`src/rtl/ivec_pkg.sv`:
```
package ivec_pkg;

   // Event type carried by an interrupt source.
   typedef enum logic [1:0] {
      KIND_TX  = 2'd0,
      KIND_EXT = 2'd1,
      KIND_RX  = 2'd2,
      KIND_SPC = 2'd3
   } src_kind_e;

   // Channel selector value for the channel allowed to read the vector.
   localparam logic CHAN_A = 1'b0;
   localparam logic CHAN_B = 1'b1;

   // Load source chosen for the vector register.
   typedef enum logic [1:0] {
      LD_NONE   = 2'd0,
      LD_SOURCE = 2'd1,
      LD_IDLE   = 2'd2
   } load_sel_e;

endpackage

```
`src/rtl/ivec_merge.sv`:
```
module ivec_merge
   import ivec_pkg::*;
#(
   parameter int         VW          = 8,
   parameter bit         HAS_ALT     = 1'b1,
   parameter logic [1:0] DIRECT_MODE = 2'b00
) (
   input  logic [VW-1:0] base_i,
   input  logic          sav_en_i,
   input  logic          alt_sel_i,
   input  logic [1:0]    bus_mode_i,
   input  logic          chan_i,
   input  logic [1:0]    kind_i,
   output logic [VW-1:0] vec_o
);

   localparam int            CODE_W   = 3;
   localparam logic [VW-1:0] NAT_KEEP = VW'(8'hF1);
   localparam logic [VW-1:0] DIR_KEEP = VW'(8'hF8);
   localparam logic [VW-1:0] SHF_KEEP = VW'(8'hE3);

   if (VW != 8) begin : g_width_check
      $error("ivec_merge: VW must be 8");
   end

   logic [CODE_W-1:0] code;
   logic [VW-1:0]     nat_vec;
   logic [VW-1:0]     alt_vec;

   assign code    = {~chan_i, kind_i};
   assign nat_vec = (base_i & NAT_KEEP) | VW'({code, 1'b0});

   if (HAS_ALT) begin : g_alt
      logic [VW-1:0] dir_vec;
      logic [VW-1:0] shf_vec;
      assign dir_vec = (base_i & DIR_KEEP) | VW'(code);
      assign shf_vec = (base_i & SHF_KEEP) | VW'({code, 2'b00});
      always_comb begin
         if (!sav_en_i)                      vec_o = base_i;
         else if (!alt_sel_i)                vec_o = nat_vec;
         else if (bus_mode_i == DIRECT_MODE) vec_o = dir_vec;
         else                                vec_o = shf_vec;
      end
   end else begin : g_native_only
      logic unused_alt;
      assign unused_alt = alt_sel_i ^ (^bus_mode_i);
      assign vec_o = sav_en_i ? nat_vec : base_i;
   end

endmodule

```
`src/rtl/ivec_idle.sv`:
```
module ivec_idle
   import ivec_pkg::*;
#(
   parameter int VW      = 8,
   parameter bit HAS_ALT = 1'b1
) (
   input  logic [VW-1:0] base_i,
   input  logic          sav_en_i,
   input  logic          alt_sel_i,
   output logic [VW-1:0] idle_o,
   output logic          clr_req_o
);

   localparam logic [VW-1:0] NAT_KEEP  = VW'(8'hF1);
   localparam logic [VW-1:0] NAT_IDLE  = VW'(8'h06);
   localparam logic [VW-1:0] ALT_FILL  = VW'(8'h1F);

   logic [VW-1:0] nat_idle;
   assign nat_idle = sav_en_i ? ((base_i & NAT_KEEP) | NAT_IDLE) : base_i;

   if (HAS_ALT) begin : g_alt
      assign idle_o    = alt_sel_i ? (base_i | ALT_FILL) : nat_idle;
      assign clr_req_o = alt_sel_i;
   end else begin : g_native_only
      logic unused_sel;
      assign unused_sel = alt_sel_i;
      assign idle_o     = nat_idle;
      assign clr_req_o  = 1'b0;
   end

endmodule

```
`src/rtl/ivec_hold.sv`:
```
module ivec_hold
   import ivec_pkg::*;
#(
   parameter int VW = 8
) (
   input  logic          clk,
   input  logic          rst_n,
   input  load_sel_e     sel_i,
   input  logic [VW-1:0] src_vec_i,
   input  logic [VW-1:0] idle_vec_i,
   input  logic          rd_a_i,
   input  logic          rd_b_i,
   input  logic          clr_req_i,
   output logic [VW-1:0] vec_q_o,
   output logic [VW-1:0] rd_data_o,
   output logic          clr_pend_o
);

   logic [VW-1:0] vec_d;

   always_comb begin
      unique case (sel_i)
         LD_SOURCE: vec_d = src_vec_i;
         LD_IDLE:   vec_d = idle_vec_i;
         default:   vec_d = vec_q_o;
      endcase
   end

   always_ff @(posedge clk) begin
      if (!rst_n) begin
         vec_q_o    <= '0;
         rd_data_o  <= '0;
         clr_pend_o <= 1'b0;
      end else begin
         vec_q_o    <= vec_d;
         clr_pend_o <= (sel_i == LD_IDLE) && clr_req_i;
         if (rd_b_i)      rd_data_o <= vec_d;
         else if (rd_a_i) rd_data_o <= '0;
      end
   end

endmodule

```
`src/rtl/irq_vector_former.sv`:
```
module irq_vector_former
   import ivec_pkg::*;
#(
   parameter int         VW          = 8,
   parameter bit         HAS_ALT     = 1'b1,
   parameter logic [1:0] DIRECT_MODE = 2'b00
) (
   input  logic          clk,
   input  logic          rst_n,
   input  logic [VW-1:0] base_i,
   input  logic          sav_en_i,
   input  logic          alt_sel_i,
   input  logic [1:0]    bus_mode_i,
   input  logic          src_valid_i,
   input  logic          src_chan_i,
   input  logic [1:0]    src_kind_i,
   input  logic          raise_i,
   input  logic          rd_i,
   input  logic          rd_chan_i,
   output logic [VW-1:0] vec_q_o,
   output logic [VW-1:0] rd_data_o,
   output logic          clr_pend_o
);

   logic [VW-1:0] src_vec;
   logic [VW-1:0] idle_vec;
   logic          clr_req;
   logic          rd_b;
   logic          rd_a;
   load_sel_e     sel;

   assign rd_b = rd_i && (rd_chan_i == CHAN_B);
   assign rd_a = rd_i && (rd_chan_i == CHAN_A);

   always_comb begin
      if (rd_b)         sel = src_valid_i ? LD_SOURCE : LD_IDLE;
      else if (raise_i) sel = LD_SOURCE;
      else              sel = LD_NONE;
   end

   ivec_merge #(.VW(VW), .HAS_ALT(HAS_ALT), .DIRECT_MODE(DIRECT_MODE)) u_merge (
      .base_i     (base_i),
      .sav_en_i   (sav_en_i),
      .alt_sel_i  (alt_sel_i),
      .bus_mode_i (bus_mode_i),
      .chan_i     (src_chan_i),
      .kind_i     (src_kind_i),
      .vec_o      (src_vec)
   );

   ivec_idle #(.VW(VW), .HAS_ALT(HAS_ALT)) u_idle (
      .base_i    (base_i),
      .sav_en_i  (sav_en_i),
      .alt_sel_i (alt_sel_i),
      .idle_o    (idle_vec),
      .clr_req_o (clr_req)
   );

   ivec_hold #(.VW(VW)) u_hold (
      .clk        (clk),
      .rst_n      (rst_n),
      .sel_i      (sel),
      .src_vec_i  (src_vec),
      .idle_vec_i (idle_vec),
      .rd_a_i     (rd_a),
      .rd_b_i     (rd_b),
      .clr_req_i  (clr_req),
      .vec_q_o    (vec_q_o),
      .rd_data_o  (rd_data_o),
      .clr_pend_o (clr_pend_o)
   );

   // channel A read returns zero and leaves the register alone
   p_chan_a_zero_r7: assert property (@(posedge clk) disable iff (!rst_n)
      (rd_i && !rd_chan_i && !raise_i) |=> (rd_data_o == '0) && $stable(vec_q_o));

   // no load request keeps the register
   p_hold_r8: assert property (@(posedge clk) disable iff (!rst_n)
      (!raise_i && !(rd_i && rd_chan_i)) |=> $stable(vec_q_o));

   // bypass when status does not modify the vector
   p_bypass_r1: assert property (@(posedge clk) disable iff (!rst_n)
      (raise_i && !rd_i && !sav_en_i) |=> (vec_q_o == $past(base_i)));

   // alternate idle read fills low bits and requests a pending clear
   p_alt_idle_r5: assert property (@(posedge clk) disable iff (!rst_n)
      (HAS_ALT && alt_sel_i && rd_i && rd_chan_i && !src_valid_i)
      |=> clr_pend_o && (vec_q_o[4:0] == 5'h1F));

   // native reads never request a pending clear
   p_nat_no_clr_r6: assert property (@(posedge clk) disable iff (!rst_n)
      (!alt_sel_i) |=> !clr_pend_o);

   // channel B read data matches the register
   p_rd_match_r9: assert property (@(posedge clk) disable iff (!rst_n)
      (rd_i && rd_chan_i) |=> (rd_data_o == vec_q_o));

endmodule

```
`config.mk`:
```
export PLATFORM = sky130hd
export DESIGN_NAME = irq_vector_former
export DESIGN_NICKNAME = d
export VERILOG_FILES = /design/src/rtl/ivec_pkg.sv /design/src/rtl/ivec_merge.sv /design/src/rtl/ivec_idle.sv /design/src/rtl/ivec_hold.sv /design/src/rtl/irq_vector_former.sv
export SDC_FILE = /design/constraint.sdc
export NUM_CORES = 1
export LEC_CHECK = 0
export BUFFER_PORTS_ARGS = -buffer_cell sky130_fd_sc_hd__buf_4
export CAP_MARGIN = 30
export CORE_MARGIN = 1
export CORE_UTILIZATION = 35
export DETAILED_ROUTE_END_ITERATION = 7
export GPL_TIMING_DRIVEN = 0
export PLACE_DENSITY = 0.63
export SLEW_MARGIN = 20
export SYNTH_ARGS = -nofsm -noshare
export SYNTH_HDL_FRONTEND = slang
export SYNTH_SLANG_ARGS = --single-unit
```
`constraint.sdc`:
```
create_clock -name clk -period 4.3 [get_ports clk]
set_clock_uncertainty 0.15 [all_clocks]
set_input_delay 0.86 -clock clk [delete_from_list [all_inputs] [get_ports clk]]
set_output_delay 0.86 -clock clk [all_outputs]
set_load 0.01 [all_outputs]
```
======== Word level (Yosys, flattened, before mapping) ========
Index checks and enable logic that the tools add are counted.
operators by class
  equality and inequality tests ........... 2
  mux-type cells .......................... 11
  bitwise logic cells ..................... 5
  reduce and logical (&&, ||, !) cells .... 5
operators by type and width
  kind                                                 number
  two-way mux 8 bit                                    5
  one-hot mux 8 bit (2 select lines)                   1
  bitwise OR 8 x 3 -> 8 bit                            1
  bitwise OR 8 x 4 -> 8 bit                            1
  bitwise OR 8 x 5 -> 8 bit                            1
  two-way mux 5 bit                                    1
  two-way mux 2 bit                                    2
  two-way mux 4 bit                                    1
  logical AND 1 bit                                    3
  equality test 2 x 1 -> 1 bit, second input constant  1
  equality test 2 bit, second input constant           1
  logical NOT 2 bit                                    1
  inverter 1 bit                                       2
  nonzero test 2 bit                                   1
  two-way mux 1 bit                                    1
word-level totals
  flip-flop bits (word level) ............. 17
  bits of input ports ..................... 21
  output and inout port bits .............. 17
  word-level logic and storage cells ...... 26

======== Logic depth before layout (Yosys ltp) ========
  depth in word-level cells ............... 7
  mapped depth ............................ 6
  mapped depth without buffers ............ 5

======== By module ========
Synthesis repeated with hierarchy kept, for this count alone.
unflattened totals
  cells, all modules ...................... 117
  area total of the unflattened synthesis .. 1028.5 um^2
modules (own cells, without submodules)
  module             times used  cells each  area an instance (um^2)  sequential area each (um^2)
  ivec_hold          1           80          760.7                    340.3
  ivec_merge         1           22          163.9                    0.0
  ivec_idle          1           10          66.3                     0.0
  irq_vector_former  1           5           37.5                     0.0

======== Worst setup path before layout ========
OpenSTA, ideal clock, no wires.
  path type ............................... input -> register
  start point ............................. input port sav_en_i
  end point ............................... register u_hold.vec_q_o[3]
  setup time .............................. 128 ps
  data arrival time ....................... 1736 ps
  required time ........................... 4022 ps
  slack ................................... 2286 ps
  cell stages on the path ................. 6
  buffers on the path ..................... 1
  cell sequence ........................... clkbuf_1 o21ai_0 nand2_1 o211ai_1 a22oi_2 a21oi_1
on the way
  cells in the longest elaborated chain, start to end .. 3
  elaborated cells on any way between the ends .. 4
  those cells by class .................... mux (4)
RTL lines
  what                                  RTL line                 RTL
  start: declaration                    irq_vector_former.sv:11  input logic sav_en_i,
  two-way mux 4 bit                     ivec_idle.sv:19          assign nat_idle = sav_en_i ? ((base_i & NAT_KEEP) | NAT_IDLE) : base_i;
  two-way mux 5 bit                     ivec_idle.sv:22          assign idle_o = alt_sel_i ? (base_i | ALT_FILL) : nat_idle;
  one-hot mux 8 bit (2 select lines) *  ivec_hold.sv:22          unique case (sel_i)
  end signal: assignment                ivec_hold.sv:35          vec_q_o <= vec_d;
  end: declaration                      ivec_hold.sv:14          output logic [VW-1:0] vec_q_o,
Mark *: on every way between the ends. The rest lies on a longest branch, timed or not.
A chain may end at the register's enable or synchronous reset.

======== Worst setup path in the final report ========
Ends and elaborated chain as after synthesis.

==> qor.csv <==
metric,value,unit
WS Path Type,input pin to register,
top-count cell post-synth,dfxtp_1,
# setup viols final,0,
via count,848,
worst-case clock buffer depth,2,
Initial Util,37.0,%
ANT cells,0,
CTS Buf Count,3,
die area,0.00254,mm^2
RSZ-0062 raised after global routing,no,
Crit. End Element,register,
Remaining DRCs,0,
gpl congestion,0.788,
cts hold-fix bufs,0,
Leakage,0.487,nW
largest net degree at the start of global routing,11,
Final Non-Filler Cells,167,
number of global-route vias before repair,812,
CP arrival,1.97,ns
"Slew Viols, Final",0,
first-pass GRT wire length,3.59,mm
First-pass DRT Iterations,4,
port bufs,35,
switching part of the total,28.3,%
number of cell rows,17,
worst path required time,4.33,ns
"Seq/Total Area, Yosys",41.6,%
Final nets,161,
Synth Warn #,0,
DR vias/cell,5.08,
Logic pwr share,22.1,%
proportion of layout cells with a drive suffix above 1,30.2,%
Psw,94.1,uW
Synth Area per Inst,8.18,um^2
CTS H-Tree Depth,1,
Synth top area share,41.6,%
"FF+latch count, synth",17,
Clock power frac,26.4,%
top achievable clock speed,0.517,GHz
"Setup Fix Bufs, Post-CTS",0,
core area,0.00221,mm^2
"FFs w/ async S/R, synth",0,%
gr usage total,18.8,%
Final ANT Viol Nets,0,
Synth area leaders,"dfxtp_1, o21ai_0, a21boi_0, nand2_1, nand3b_1",
Gate Count Post-Synth,100,
Synth-to-Final Area Change,39.8,%
cell taking the most area after synthesis,dfxtp_1,
PwrDens,291,mW/mm^2
die extent in x,50.4,um
status,"finished, final reports clean",
Hold Path Class,register to register,
synthesized netlist net count,121,
Initial DRC Count,9,
Clock Sink Count,17,
max_cap viols,0,
final hold vios,0,
TritonCTS clock tree,built,
Post-synth EDFFs,0,
Final period util,45.0,%
Post-Synthesis Cell Area,818,um^2
placed wire-length estimate,1.56,mm
startpoint types,input pin,
Internal,239,uW
dpl cells,163,
Synth Flop Type,dfxtp_1,
sequential share of power,51.5,%
initial antenna violation count,0,
crit-path max cell delay,0.28,ns
slowest CP cell,clkbuf_1,
Max IR drop VDD,0.000190,V
"Reg clk slew, reported paths",0.11,ns
grt ovf,0,
final wirelength,2.07,mm
Sum Neg Setup Slack,0,ns
Worst-Skew Late Latency,0.29,ns
Root Buffer,clkbuf_4,
CP max FO,9,
Die Ht,50.4,um
Fillers,234,
Tmin final,1.94,ns
DR WL/cell,12.4,um
Max-slew headroom,58.9,%
Synth cell types,30,
overall power,333,uW
crit-path cells,clkbuf_1 > o21ai_0 > nand2_1 > o211ai_1 > a22oi_2 > a21oi_1,
worst hold slack,0.316,ns
reg2reg setup slack,3.50,ns
Worst-Margin Slew,0.617,ns
IO Pins,38,
most common library cells after synthesis,"dfxtp_1, nand2_1, o21ai_0, a21boi_0, nand3_1",
post-CTS resize count,0,
==> power by group through the flow <==
| stage | Combinational (mW) | Sequential, mW | Clock, mW |
|---|---|---|---|
| 2_1_floorplan | 0.0312 | 0.179 | 0 |
| 3_3_place_gp | 0.0729 | 0.175 | 0 |
| 3_5_place_dp | 0.0740 | 0.175 | 0 |
| 4_1_cts | 0.0743 | 0.172 | 0.0915 |
| 5_1_grt | 0.0819 | 0.173 | 0.101 |
| 6_report | 0.0734 | 0.171 | 0.0879 |
==> worst paths after layout <==
kind / start / endpoint / cells past startpoint
worst min-delay path: u_hold.vec_q_o[2]$_SDFF_PN0_ / u_hold.vec_q_o[2]$_SDFF_PN0_ / 2
worst min register to register: u_hold.vec_q_o[2]$_SDFF_PN0_ / u_hold.vec_q_o[2]$_SDFF_PN0_ / 2
worst max-delay path: sav_en_i / u_hold.vec_q_o[3]$_SDFF_PN0_ / 6
worst max register to register: u_hold.vec_q_o[3]$_SDFF_PN0_ / u_hold.vec_q_o[3]$_SDFF_PN0_ / 2
==> critical path, delay by kind of cell <==
| family | cells | cell delay [ns] |
|---|---|---|
| simple gates | 1 | 0.12 |
| buf+inv | 1 | 0.28 |
| compound gates | 4 | 0.70 |
==> cell usage in the layout, fill, tap and decap left out, types with 4 or more instances in the layout <==
master,instances
clkbuf_1,5
o21ai_0,12
dfxtp_1,17
buf_4,35
a21boi_0,6
nand2_1,12
a21oi_1,4
nand3_1,6
nand3b_1,5
==> final cells by class <==
| type | instances | area [um^2] | area share, % |
|---|---|---|---|
| plain buffers | 7 | 33.8 | 2.95 |
| clock buffers | 3 | 22.5 | 1.97 |
| clock inverters | 1 | 5.00 | 0.438 |
| inverters | 2 | 7.51 | 0.656 |
| multi-input cells | 74 | 437 | 38.2 |
| flip-flops and latches | 17 | 340 | 29.8 |
| well taps | 28 | 35.0 | 3.06 |
| repair buffers | 35 | 263 | 23.0 |
==> metrics by stage <==
stage / setup WS, ns / area, um^2 / util (%)
2_1_floorplan: 2.29 / 818 / -
3_3_place_gp: 2.11 / 1120 / 50.5
3_5_place_dp: 2.05 / 1120 / 50.5
4_1_cts: 2.37 / 1140 / 51.7
5_1_grt: 2.24 / 1140 / 51.7
6_report: 2.36 / 1140 / 51.7
==> cells by family (layout without fill, tap and decap cells) <==
logic type             Yosys count  after routing  synth area share [%]
flip-flops                      17             17                  41.6
buffers and inverters            9             48                  5.05
AO/OA/AOI/OAI                   37             37                  29.7
AND/OR/NAND/NOR                 37             37                  23.7
==> sequential cells by signal, summed over array words and instances, names as in the netlist <==
name / count
u_hold.rd_data_o: 8
u_hold.vec_q_o: 8
u_hold.clr_pend_o: 1
==> routing by layer <==
layer | track usage [%] | share of wire [%] | up-vias
li1 | - | - | 436
met1 | 23.6 | 46 | 392
met2 | 31.6 | 49 | 18
met3 | 3.64 | 3.8 | 2
met4 | 6.94 | 0.68 | 0
met5 | 0 | 0 | -
Power figures use the tool's default switching activity.
